`src/rtl/dac_pkg.sv`:
```
package dac_pkg;
  localparam int FRAME_W = 24;

  typedef enum logic [2:0] {
    OP_DATA, OP_OFFSET, OP_GAIN, OP_SPECIAL, OP_OFS_BOTH, OP_READ, OP_LOAD, OP_RSVD
  } op_e;

  localparam logic [5:0] SPC_NOP  = 6'd0;
  localparam logic [5:0] SPC_OFS0 = 6'd2;
  localparam logic [5:0] SPC_OFS1 = 6'd3;
  localparam logic [5:0] SPC_READ = 6'd5;
  localparam logic [5:0] CH_BIAS  = 6'd8;

  function automatic logic [1:0] chan_cmd(op_e op);
    case (op)
      OP_DATA:   return 2'd3;
      OP_OFFSET: return 2'd2;
      default:   return 2'd1;
    endcase
  endfunction

  function automatic logic [8:0] rd_sel(logic [2:0] sel);
    case (sel)
      3'd0: return 9'h008;
      3'd1: return 9'h048;
      3'd2: return 9'h088;
      3'd3: return 9'h0C8;
      3'd4: return 9'h101;
      3'd5: return 9'h102;
      3'd6: return 9'h103;
      default: return 9'h106;
    endcase
  endfunction

  function automatic logic [FRAME_W-1:0] read_frame(logic [2:0] sel, logic [5:0] ch);
    logic [15:0] f;
    f = (16'(rd_sel(sel)) + 16'(ch)) << 7;
    return {2'b00, SPC_READ, f};
  endfunction
endpackage

```
`src/rtl/dac_half_tick.sv`:
```
module dac_half_tick #(
  parameter int W = 4
) (
  input  logic         clk_i,
  input  logic         rst_ni,
  input  logic         en_i,
  input  logic [W-1:0] half_i,
  output logic         tick_o
);
  logic [W-1:0] cnt;

  assign tick_o = en_i && (cnt == half_i - 1'b1);

  always_ff @(posedge clk_i or negedge rst_ni) begin
    if (!rst_ni)     cnt <= '0;
    else if (!en_i)  cnt <= '0;
    else if (tick_o) cnt <= '0;
    else             cnt <= cnt + 1'b1;
  end
endmodule

```
`src/rtl/dac_spi_shifter.sv`:
```
module dac_spi_shifter #(
  parameter int FRAME_W = 24,
  parameter int HALF_W  = 4,
  parameter int RX_W    = 16
) (
  input  logic               clk_i,
  input  logic               rst_ni,
  input  logic               start_i,
  input  logic [FRAME_W-1:0] frame_i,
  input  logic [HALF_W-1:0]  half_i,
  input  logic               miso_i,
  output logic               sclk_o,
  output logic               mosi_o,
  output logic               cs_no,
  output logic [RX_W-1:0]    rx_o,
  output logic               done_o
);
  localparam int CNT_W = $clog2(FRAME_W);

  logic               busy;
  logic               tick;
  logic [FRAME_W-1:0] sh;
  logic [CNT_W-1:0]   nbit;

  dac_half_tick #(.W(HALF_W)) u_tick (
    .clk_i (clk_i),
    .rst_ni(rst_ni),
    .en_i  (busy),
    .half_i(half_i),
    .tick_o(tick)
  );

  always_ff @(posedge clk_i or negedge rst_ni) begin
    if (!rst_ni) begin
      busy <= 1'b0; sclk_o <= 1'b0; mosi_o <= 1'b0; cs_no <= 1'b1;
      sh <= '0; rx_o <= '0; nbit <= '0; done_o <= 1'b0;
    end else begin
      done_o <= 1'b0;
      if (!busy) begin
        if (start_i) begin
          busy <= 1'b1; cs_no <= 1'b0; sclk_o <= 1'b0;
          sh <= frame_i; nbit <= '0;
        end
      end else if (tick) begin
        if (!sclk_o) begin
          // launch edge
          sclk_o <= 1'b1;
          mosi_o <= sh[FRAME_W-1];
          sh     <= {sh[FRAME_W-2:0], 1'b0};
        end else begin
          // capture edge
          sclk_o <= 1'b0;
          rx_o   <= {rx_o[RX_W-2:0], miso_i};
          if (nbit == CNT_W'(FRAME_W-1)) begin
            busy <= 1'b0; cs_no <= 1'b1; done_o <= 1'b1;
          end else begin
            nbit <= nbit + 1'b1;
          end
        end
      end
    end
  end
endmodule

```
`src/rtl/dac_ldac_pulse.sv`:
```
module dac_ldac_pulse #(
  parameter int LOW_CYC = 2
) (
  input  logic clk_i,
  input  logic rst_ni,
  input  logic go_i,
  output logic ldac_no,
  output logic done_o
);
  localparam int CW = $clog2(LOW_CYC + 1);

  logic          active;
  logic [CW-1:0] cnt;

  always_ff @(posedge clk_i or negedge rst_ni) begin
    if (!rst_ni) begin
      active <= 1'b0; cnt <= '0; ldac_no <= 1'b1; done_o <= 1'b0;
    end else begin
      done_o <= 1'b0;
      if (!active) begin
        if (go_i) begin
          active <= 1'b1; cnt <= '0; ldac_no <= 1'b0;
        end
      end else if (cnt == CW'(LOW_CYC - 1)) begin
        active <= 1'b0; ldac_no <= 1'b1; done_o <= 1'b1;
      end else begin
        cnt <= cnt + 1'b1;
      end
    end
  end
endmodule

```
`src/rtl/dac_cmd_engine.sv`:
```
module dac_cmd_engine
  import dac_pkg::*;
#(
  parameter int DIV_WR   = 4,
  parameter int DIV_RD   = 16,
  parameter int GAP_CYC  = 34,
  parameter int LDAC_CYC = 2
) (
  input  logic        clk_i,
  input  logic        rst_ni,
  input  logic        req_valid_i,
  output logic        req_ready_o,
  input  logic [2:0]  req_op_i,
  input  logic [5:0]  req_chan_i,
  input  logic [15:0] req_value_i,
  input  logic [2:0]  req_sel_i,
  output logic        rsp_valid_o,
  output logic [15:0] rsp_data_o,
  output logic        sclk_o,
  output logic        mosi_o,
  input  logic        miso_i,
  output logic        cs_no,
  output logic        ldac_no
);
  localparam int DIV_MAX = (DIV_RD > DIV_WR) ? DIV_RD : DIV_WR;
  localparam int HALF_W  = $clog2(DIV_MAX) + 1;
  localparam int GAP_W   = $clog2(GAP_CYC + 1);
  localparam logic [HALF_W-1:0] HALF_WR = HALF_W'(DIV_WR / 2);
  localparam logic [HALF_W-1:0] HALF_RD = HALF_W'(DIV_RD / 2);

  typedef enum logic [2:0] {
    S_IDLE, S_XFER, S_OFS_A, S_OFS_B, S_RD_REQ, S_RD_GAP, S_RD_NOP, S_LOAD
  } state_e;

  state_e             state;
  logic [FRAME_W-1:0] frame_q;
  logic [HALF_W-1:0]  half_q;
  logic               start_q;
  logic               ldac_go_q;
  logic [GAP_W-1:0]   gap_cnt;
  logic               xfer_done;
  logic               ldac_done;
  logic [15:0]        rx_word;
  op_e                op;

  assign op          = op_e'(req_op_i);
  assign req_ready_o = (state == S_IDLE);

  dac_spi_shifter #(.FRAME_W(FRAME_W), .HALF_W(HALF_W), .RX_W(16)) u_shift (
    .clk_i  (clk_i),
    .rst_ni (rst_ni),
    .start_i(start_q),
    .frame_i(frame_q),
    .half_i (half_q),
    .miso_i (miso_i),
    .sclk_o (sclk_o),
    .mosi_o (mosi_o),
    .cs_no  (cs_no),
    .rx_o   (rx_word),
    .done_o (xfer_done)
  );

  dac_ldac_pulse #(.LOW_CYC(LDAC_CYC)) u_ldac (
    .clk_i  (clk_i),
    .rst_ni (rst_ni),
    .go_i   (ldac_go_q),
    .ldac_no(ldac_no),
    .done_o (ldac_done)
  );

  always_ff @(posedge clk_i or negedge rst_ni) begin
    if (!rst_ni) begin
      state <= S_IDLE; frame_q <= '0; half_q <= HALF_WR; start_q <= 1'b0;
      ldac_go_q <= 1'b0; gap_cnt <= '0; rsp_valid_o <= 1'b0; rsp_data_o <= '0;
    end else begin
      start_q     <= 1'b0;
      ldac_go_q   <= 1'b0;
      rsp_valid_o <= 1'b0;
      case (state)
        S_IDLE: if (req_valid_i) begin
          half_q <= HALF_WR;
          case (op)
            OP_DATA, OP_OFFSET, OP_GAIN: begin
              frame_q <= {chan_cmd(op), req_chan_i + CH_BIAS, req_value_i};
              start_q <= 1'b1; state <= S_XFER;
            end
            OP_SPECIAL: begin
              frame_q <= {2'b00, req_chan_i, req_value_i};
              start_q <= 1'b1; state <= S_XFER;
            end
            OP_OFS_BOTH: begin
              frame_q <= {2'b00, SPC_OFS0, 2'b00, req_value_i[13:0]};
              start_q <= 1'b1; state <= S_OFS_A;
            end
            OP_READ: begin
              frame_q <= read_frame(req_sel_i, req_chan_i);
              start_q <= 1'b1; state <= S_RD_REQ;
            end
            OP_LOAD: begin
              ldac_go_q <= 1'b1; state <= S_LOAD;
            end
            default: state <= S_IDLE;
          endcase
        end
        S_XFER:  if (xfer_done) state <= S_IDLE;
        S_OFS_A: if (xfer_done) begin
          frame_q <= {frame_q[23:22], SPC_OFS1, frame_q[15:0]};
          start_q <= 1'b1; state <= S_OFS_B;
        end
        S_OFS_B: if (xfer_done) state <= S_IDLE;
        S_RD_REQ: if (xfer_done) begin
          gap_cnt <= '0; state <= S_RD_GAP;
        end
        S_RD_GAP: begin
          if (gap_cnt == GAP_W'(GAP_CYC - 1)) begin
            frame_q <= {2'b00, SPC_NOP, 16'h0000};
            half_q  <= HALF_RD;
            start_q <= 1'b1; state <= S_RD_NOP;
          end else begin
            gap_cnt <= gap_cnt + 1'b1;
          end
        end
        S_RD_NOP: if (xfer_done) begin
          rsp_valid_o <= 1'b1; rsp_data_o <= rx_word; state <= S_IDLE;
        end
        S_LOAD: if (ldac_done) state <= S_IDLE;
        default: state <= S_IDLE;
      endcase
    end
  end
endmodule

```
`config.mk`:
```
export PLATFORM = sky130hd
export DESIGN_NAME = dac_cmd_engine
export DESIGN_NICKNAME = d
export VERILOG_FILES = /design/src/rtl/dac_pkg.sv /design/src/rtl/dac_half_tick.sv /design/src/rtl/dac_spi_shifter.sv /design/src/rtl/dac_ldac_pulse.sv /design/src/rtl/dac_cmd_engine.sv
export SDC_FILE = /design/constraint.sdc
export NUM_CORES = 1
export LEC_CHECK = 0
export BUFFER_PORTS_ARGS = -buffer_cell sky130_fd_sc_hd__clkbuf_2
export CAP_MARGIN = 20
export CORE_ASPECT_RATIO = 1.1
export CORE_MARGIN = 2
export CORE_UTILIZATION = 45
export DETAILED_ROUTE_END_ITERATION = 12
export GPL_TIMING_DRIVEN = 0
export MAX_ROUTING_LAYER = met4
export PLACE_DENSITY = 0.66
export SKIP_CTS_REPAIR_TIMING = 1
export SYNTH_ARGS = -nofsm -noshare
export SYNTH_HDL_FRONTEND = slang
export SYNTH_SLANG_ARGS = --single-unit
```
`constraint.sdc`:
```
create_clock -name clk_i -period 4 [get_ports clk_i]
set_input_delay 0.2 -clock clk_i [delete_from_list [all_inputs] [get_ports clk_i]]
set_output_delay 0.2 -clock clk_i [all_outputs]
set_load 0.1 [all_outputs]
```
Word-level counts from Yosys, hierarchy flattened
Index checks and enable logic that the tools add are counted.
Widths: inputs -> output; s select.

word-level totals
  register bits = 117
  bits of input ports = 32
  output and inout bits = 22
  logic and storage cells = 168

cells by class
  $add $sub $neg = 7
  equality and inequality tests = 38
  mux-type cells = 72
  bitwise operators = 2
  reductions and logical operators = 27

operator list
  operator             number
  $mux 24              6
  $pmux 24 s4          1
  $pmux 24 s3          1
  $pmux 9 s7           1
  $mux 5               9
  $mux 1               33
  $eq 3x3->1 const B   10
  $mux 9               3
  $mux 22              1
  $eq 3x2->1 const B   6
  $mux 3               6
  $ne 2x2->1 const B   9
  $pmux 3 s6           1
  $reduce_and 3->1     5
  $mux 6               2
  $pmux 3 s4           1
  $pmux 6 s2           1
  $add 5x1->5 const B  2
  $ne 2x1->1 const B   5
  $pmux 5 s2           1
  $reduce_and 5->1     2
  $add 9x6->9          1
  $eq 3x1->1 const B   3
  $logic_not 3->1      3
  other kinds (22)     33

Longest topological paths before layout
Gate-level depths: netlist of the first run.

  depth after elaboration = 9
  depth in mapped cells = 10

Hierarchy
Synthesis of the first run repeated with hierarchy kept, for this count alone.

second synthesis, totals
  cell total of the unflattened synthesis = 530
  area total of the unflattened synthesis = 5657.9 um^2

by module, submodules not included
  module           times used  cells each  area an instance (um^2)  seq. area each (um^2)
  dac_cmd_engine   1           282         2683.8                   1352.5
  dac_spi_shifter  1           193         2391.0                   1252.5
  dac_half_tick    1           35          350.3                    125.1
  dac_ldac_pulse   1           20          232.7                    126.4

Worst setup path before layout of the first run
No wires, ideal clock.

  path kind = flip-flop to output port
  from = reg state[0]
  to = out req_ready_o
  arrival time = 2839 ps
  path slack = 961 ps
  cell stages (with the launch flop) = 4
  path buffers = 2
  path through = dfrtp_1 > clkbuf_1 > clkbuf_1 > nor3_1

on the way
  cells in the longest elaborated chain, start to end = 1

ends and longest elaborated chain
  element                 line                  RTL
  from (decl)             dac_cmd_engine.sv:35  state_e state;
  from (signal assigned)  dac_cmd_engine.sv:73  state <= S_IDLE; frame_q <= '0; half_q <= HALF_WR; start_q <= 1'b0;
  from (signal assigned)  dac_cmd_engine.sv:85  start_q <= 1'b1; state <= S_XFER;
  from (signal assigned)  dac_cmd_engine.sv:89  start_q <= 1'b1; state <= S_XFER;
  $logic_not 3->1         dac_cmd_engine.sv:47  assign req_ready_o = (state == S_IDLE);
  to (decl)               dac_cmd_engine.sv:12  output logic req_ready_o,

Every way passes these cells.

Worst setup path in the final report of the first run
  from = reg half_q[1]
  to = reg u_shift.sh[21]

on the way
  cells in the longest elaborated chain, start to end = 5

ends and longest elaborated chain
  element                     line                   RTL
  from (decl)                 dac_cmd_engine.sv:37   logic [HALF_W-1:0] half_q;
  from (signal assigned)      dac_cmd_engine.sv:73
  from (signal assigned)      dac_cmd_engine.sv:81   half_q <= HALF_WR;
  from (signal assigned)      dac_cmd_engine.sv:117  half_q <= HALF_RD;
  $sub 5x1->5                 dac_half_tick.sv:12    assign tick_o = en_i && (cnt == half_i - 1'b1);
  $eq 5x5->1                  dac_half_tick.sv:12
  $logic_and 1x1->1           dac_half_tick.sv:12
  $ne 2x2->1 (no line)        -
  $reduce_and 3->1 (no line)  -
  to (signal assigned)        dac_spi_shifter.sv:49  sh <= {sh[FRAME_W-2:0], 1'b0};
  to (decl)                   dac_spi_shifter.sv:22  logic [FRAME_W-1:0] sh;

Every way passes these cells.
A chain may end at the register's enable or synchronous reset.

==> flow_metrics.env, run 1 <==
export IMPL_synthTopCellsByArea="dfrtp_1 (52%), nand2_1 (5.9%), o21ai_0 (3.8%), mux2_2 (3.4%), a21oi_2 (3.3%)"
export IMPL_async_reset_ff_frac=1.00
export IMPL_max_stage_delay_ps=570
export IMPL_cts_buffer_depth=2
export IMPL_p_per_area_nw_per_um2=710
export IMPL_yosys_cell_count_top_type="dfrtp_1"
export IMPL_drtAntennaViolNets=0
export IMPL_cp_arrival_ps=2890
export IMPL_p_leak_nw=3.15
export IMPL_synth_xor_area_frac=0.0312
export IMPL_synth_common_cells="dfrtp_1 (111), nand2_1 (84), inv_1 (41), o21ai_0 (41), nor2_1 (31)"
export IMPL_slew_headroom=0.357
export IMPL_start_kind="register"
export IMPL_setup_slack_ps=1410
export IMPL_hold_viol=111
export IMPL_ir_drop_v=0.000472
export IMPL_cts_tree="yes"
export IMPL_clkSlewWorstSetupHoldPaths_ps=50
export IMPL_grt_pass1_wl_um=18700
export IMPL_worst_slew_pin_slew_ps=961
export IMPL_hold_ws_ps=-78.1
export IMPL_crit_chain="inv_1 -> ha_1 -> xor2_1 -> nand3_2 -> or4b_1 -> buf_6 -> clkbuf_1 -> o22ai_1 -> a21oi_2"
export IMPL_initial_core_util=0.463
export IMPL_remaining_drc_errors=0
export IMPL_drv_slew=0
export IMPL_yosys_area_share_simple=0.144
export IMPL_violations="hold timing"
export IMPL_antennaDiodeCount=0
export IMPL_synth_compound_area_frac=0.167
export IMPL_vias=4006
export IMPL_grtUsageTotal=0.190
export IMPL_highest_layer="met4"
export IMPL_die_w_um=108
export IMPL_cts_htree_levels=4
export IMPL_grt_ovfl_total=0
export IMPL_die_height_um=118
export IMPL_critPathTopFamily="simple AND/OR/NAND/NOR gates"
export IMPL_path_buf_inv=3
export IMPL_setup_tns_ps=0
export IMPL_cts_root_buf="clkbuf_16"
export IMPL_grt_pass1_vias=3941
export IMPL_antenna_found_initial=0
export IMPL_dp_hpwl_um=7430
export IMPL_wl_met1_um=5000
export IMPL_period_needed_ps=2590
export IMPL_setup_violations=0
export IMPL_rsz0062_at_grt="no"
export IMPL_ys_seq_elements=114
export IMPL_wl_per_cell_um=14.0
export IMPL_endpoint_kind="register"
export IMPL_ios=54
export IMPL_drt_iter0_drc=312
export IMPL_yosys_area_top_type="dfrtp_1"
export IMPL_path_max_fanout=10
export IMPL_area_delta_synth_final_pct=20.7
export IMPL_synth_top_cell_area_share=0.520
export IMPL_clk_latency_ps=410
export IMPL_worst_clock_skew_ps=6.60
export IMPL_synth_area_mux_share=0.0375
export IMPL_drive_gt1_frac=0.217
export IMPL_cts_inserted_buffers=17
export IMPL_ys_types=53
export IMPL_fp_row_count=41
export IMPL_routabilityCongestion=0.893
export IMPL_synth_edff_count=0
export IMPL_hold_path_class="input pin to asynchronous set/reset pin"
export IMPL_viasPerCell=5.24
export IMPL_syn_instance_count=531
export IMPL_wl_met3_um=345
export IMPL_critPathSlowestCell="or4b_1"
export IMPL_grt_max_degree=115
export IMPL_syn_num_nets=575
export IMPL_synthFlopType="dfrtp_1"
export IMPL_port_buffers=51
export IMPL_synth_adder_area_share=0.0295
export IMPL_synth_top_family_by_area="compound AO/OA/AOI/OAI gates"
export IMPL_core_um2=11500
export IMPL_synth_cell_area_um2=5340
export IMPL_die_area_um2=12800
export IMPL_post_route_period_util=0.648
export IMPL_avgSynthCellArea_um2=10.1
export IMPL_wl_um=10700
export IMPL_met2_length_um=5190
export IMPL_clock_sinks=114
export IMPL_max_clock_freq_mhz=386
export IMPL_status="finished, violations left"
export IMPL_yosysWarnings=0
export IMPL_path_class="register to register"
export IMPL_dp_slack_ps=1400
export IMPL_maxCapViolations=0
export IMPL_power_w=0.00458
export IMPL_seq_area_frac_synth=0.535
export IMPL_crit_required_ps=4290
export IMPL_fin_nets=645
export IMPL_first_pass_iters=4
## power breakdown
group          switching (W)  internal [W]
logic               0.000750      0.000467
clock network       0.000531       0.00111
registers           0.000227       0.00149
total                0.00151       0.00307
## cells in the final DEF, fill, tap and decap left out, types with 3 or more instances in the layout
cell type	n
a21oi_1	18
a21oi_2	20
a22o_1	7
a22oi_1	3
and2_1	3
and3_1	3
bufinv_16	4
clkbuf_1	18
clkbuf_16	17
clkbuf_2	50
clkbuf_8	5
clkinvlp_4	5
dfrtp_1	111
dfstp_2	3
ha_1	11
inv_1	41
mux2_2	16
nand2_1	84
nand2b_1	7
nand3_1	5
nand4_1	4
nor2_1	31
nor2b_1	4
nor3_1	6
o211ai_1	5
o21ai_0	41
o22ai_1	26
or3_1	6
xnor2_1	7
xor2_1	12
## through the flow
step | instances | cell area [µm²] | util
2_1_floorplan | 531 | 5340 | -
3_5_place_dp | 732 | 5790 | 0.502
5_1_grt | 764 | 6450 | 0.559
6_report | 764 | 6450 | 0.559
4_1_cts | 764 | 6450 | 0.559
3_3_place_gp | 732 | 5780 | 0.501
## cells by family after synthesis
| kind of cell | Yosys count |
|---|---|
| adder cells (fa/ha/maj) | 12 |
| AND/OR/NAND/NOR | 165 |
| AO/OA/AOI/OAI | 136 |
| buffers and inverters | 67 |
| multiplexers | 18 |
| XOR/XNOR | 19 |
| flip-flops | 114 |
## metal layers
metal / track usage / up-vias
met4: 0.0721 / 0
met3: 0.0458 / 15
met2: 0.290 / 70
li1: - / 1974
met1: 0.244 / 1947
met5: - / -
## sequential cells by signal (all words and copies together) (netlist names), 2 cells and up
name / flops
frame_q: 24
u_shift.sh: 24
rsp_data_o: 16
u_shift.rx_o: 16
gap_cnt: 6
u_shift.nbit: 5
u_shift.u_tick.cnt: 5
state: 3
half_q: 2
u_ldac.cnt: 2
## worst register-to-register path, stage by stage, from the launching register on
cell      delay, ps
dfstp_2         560
inv_1            50
ha_1            300
xor2_1          170
nand3_2         140
or4b_1          570
buf_6           170
clkbuf_1        230
o22ai_1         260
a21oi_2          40
## final cells by class
class | count | area [µm²]
Inverter | 42 | 158
Fill cell | 1000 | 5090
Multi-Input combinational cell | 350 | 2180
Clock buffer | 21 | 480
Clock inverter | 11 | 175
Buffer | 25 | 144
Tap cell | 150 | 188
Timing Repair Buffer | 51 | 264
Sequential cell | 114 | 2860
## worst paths after layout
check / start / to / slack [ps] / cells after the start
min in group clk_i: req_value_i[2] / frame_q[2] / 10 / 2
min reg2reg: ldac_go_q / u_ldac.ldac_no / 470 / 1
max: half_q[1] / u_shift.sh[21] / 1410 / 9
max reg2reg: half_q[1] / u_shift.sh[21] / 1410 / 9
min: rst_ni / rsp_data_o[2] / -80 / 1
max in group asynchronous: rst_ni / u_shift.sh[17] / 3510 / 1
Power figures use the tool's default switching activity.
==> run 2: changes to the inputs <==
Clock period 4 ns to 2.7 ns, I/O delays scaled along.
==> flow_metrics.env, run 2 (synthesis gave the netlist of run 1 again) <==
export IMPL_rsz0062_at_grt="no"
export IMPL_grt_ovfl_total=0
export IMPL_hold_ws_ps=-19.7
export IMPL_endpoint_kind="register"
export IMPL_cts_buffer_depth=2
export IMPL_remaining_drc_errors=0
export IMPL_fp_row_count=41
export IMPL_crit_required_ps=3020
export IMPL_antennaDiodeCount=0
export IMPL_start_kind="register"
export IMPL_drv_slew=0
export IMPL_swShare=0.336
export IMPL_path_class="register to register"
export IMPL_cts_tree="yes"
export IMPL_routabilityCongestion=0.873
export IMPL_drt_iter0_drc=249
export IMPL_grt_max_degree=115
export IMPL_dp_hpwl_um=7660
export IMPL_status="finished, violations left"
export IMPL_p_per_area_nw_per_um2=1040
export IMPL_max_clock_freq_mhz=389
export IMPL_clk_latency_ps=410
export IMPL_hold_viol=2
export IMPL_combPwrFrac=0.272
export IMPL_clkSlewWorstSetupHoldPaths_ps=60
export IMPL_setup_violations=0
export IMPL_first_pass_iters=6
export IMPL_p_leak_nw=3.20
export IMPL_slew_headroom=0.395
export IMPL_vias=4091
export IMPL_period_needed_ps=2570
export IMPL_initial_core_util=0.463
export IMPL_grt_pass1_wl_um=19300
export IMPL_cts_root_buf="clkbuf_16"
export IMPL_violations="hold timing"
export IMPL_power_switching_w=0.00230
export IMPL_cts_inserted_buffers=17
export IMPL_final_common_cell="dfrtp_1"
export IMPL_maxCapViolations=0
export IMPL_die_area_um2=12800
export IMPL_path_max_fanout=10
export IMPL_cp_arrival_ps=2890
export IMPL_area_delta_synth_final_pct=23.4
export IMPL_setup_tns_ps=0
export IMPL_dpl_cell_area_um2=5800
export IMPL_die_w_um=108
export IMPL_viasPerCell=5.29
export IMPL_cts_htree_levels=4
export IMPL_worst_slew_pin_slew_ps=907
export IMPL_wl_per_cell_um=14.7
export IMPL_wl_um=11400
export IMPL_power_internal_w=0.00454
export IMPL_mostFrequentLayoutCells="dfrtp_1 (111), nand2_1 (84), clkbuf_2 (52), o21ai_0 (41), inv_1 (41)"
export IMPL_r2r_slack_ps=130
export IMPL_drtAntennaViolNets=0
export IMPL_power_frac_clock=0.353
export IMPL_drive_gt1_frac=0.229
export IMPL_die_height_um=118
export IMPL_ir_drop_v=0.000570
export IMPL_fin_nets=655
export IMPL_clock_sinks=114
export IMPL_post_route_period_util=0.953
export IMPL_antenna_found_initial=0
export IMPL_port_buffers=51
export IMPL_ios=54
export IMPL_core_um2=11500
export IMPL_postLayoutCellArea_um2=6590
export IMPL_grt_pass1_vias=4128
export IMPL_p_seq_frac=0.375
export IMPL_reg_top3="frame_q (24), u_shift.sh (24)"
export IMPL_worst_clock_skew_ps=11.4
export IMPL_grtUsageTotal=0.193
export IMPL_hold_path_class="input pin to register"
run 2: layout make-up:
type | count | area, µm²
Fill cell | 984 | 4950
Sequential cell | 114 | 2860
Multi-Input combinational cell | 350 | 2230
Clock buffer | 20 | 467
Timing Repair Buffer | 61 | 364
Tap cell | 150 | 188
Clock inverter | 12 | 180
Inverter | 42 | 158
Buffer | 25 | 146
run 2: routing by layer:
metal	track usage	share of wire	up-vias
li1	-	-	1997
met3	0.0353	0.029	11
met4	0.0729	0.011	0
met1	0.247	0.47	2003
met2	0.305	0.49	80
met5	-	0	-
run 2: worst max-delay path, cell delays in order, from the launching register on:
cell	delay, ps
dfstp_2	560
inv_1	50
ha_1	310
xor2_1	170
nand3_2	140
or4b_4	550
buf_6	160
and2_4	130
buf_6	130
buf_12	140
a21oi_2	140
run 2: worst paths after layout:
check	from	end	cells after the start
worst max-delay path	half_q[1]	u_shift.sh[19]	10
worst min-delay path	req_value_i[10]	frame_q[10]	3
worst max register to register	half_q[1]	u_shift.sh[19]	10
worst min register to register	u_shift.rx_o[15]	rsp_data_o[15]	2
max in group asynchronous	rst_ni	u_shift.rx_o[14]	2
min in group asynchronous	rst_ni	u_shift.sh[5]	2
run 2: metrics by stage:
stage          power, W   util  hold slack [ps]  setup slack (ps)  std cells
6_report        0.00684  0.571            -19.7               128        774
4_1_cts         0.00683  0.558            -96.7             -23.2        764
5_1_grt         0.00723  0.571             7.44              15.2        774
3_5_place_dp    0.00439  0.502              328              63.1        732
3_3_place_gp    0.00430  0.501              356              -133        732
2_1_floorplan   0.00392      -             -161               331        531
run 2: power groups by stage:
stage          registers [W]  logic [W]  clock network [W]
2_1_floorplan        0.00261    0.00131                  0
3_3_place_gp         0.00255    0.00175                  0
3_5_place_dp         0.00257    0.00182                  0
4_1_cts              0.00255    0.00184            0.00245
5_1_grt              0.00262    0.00208            0.00253
6_report             0.00257    0.00186            0.00241
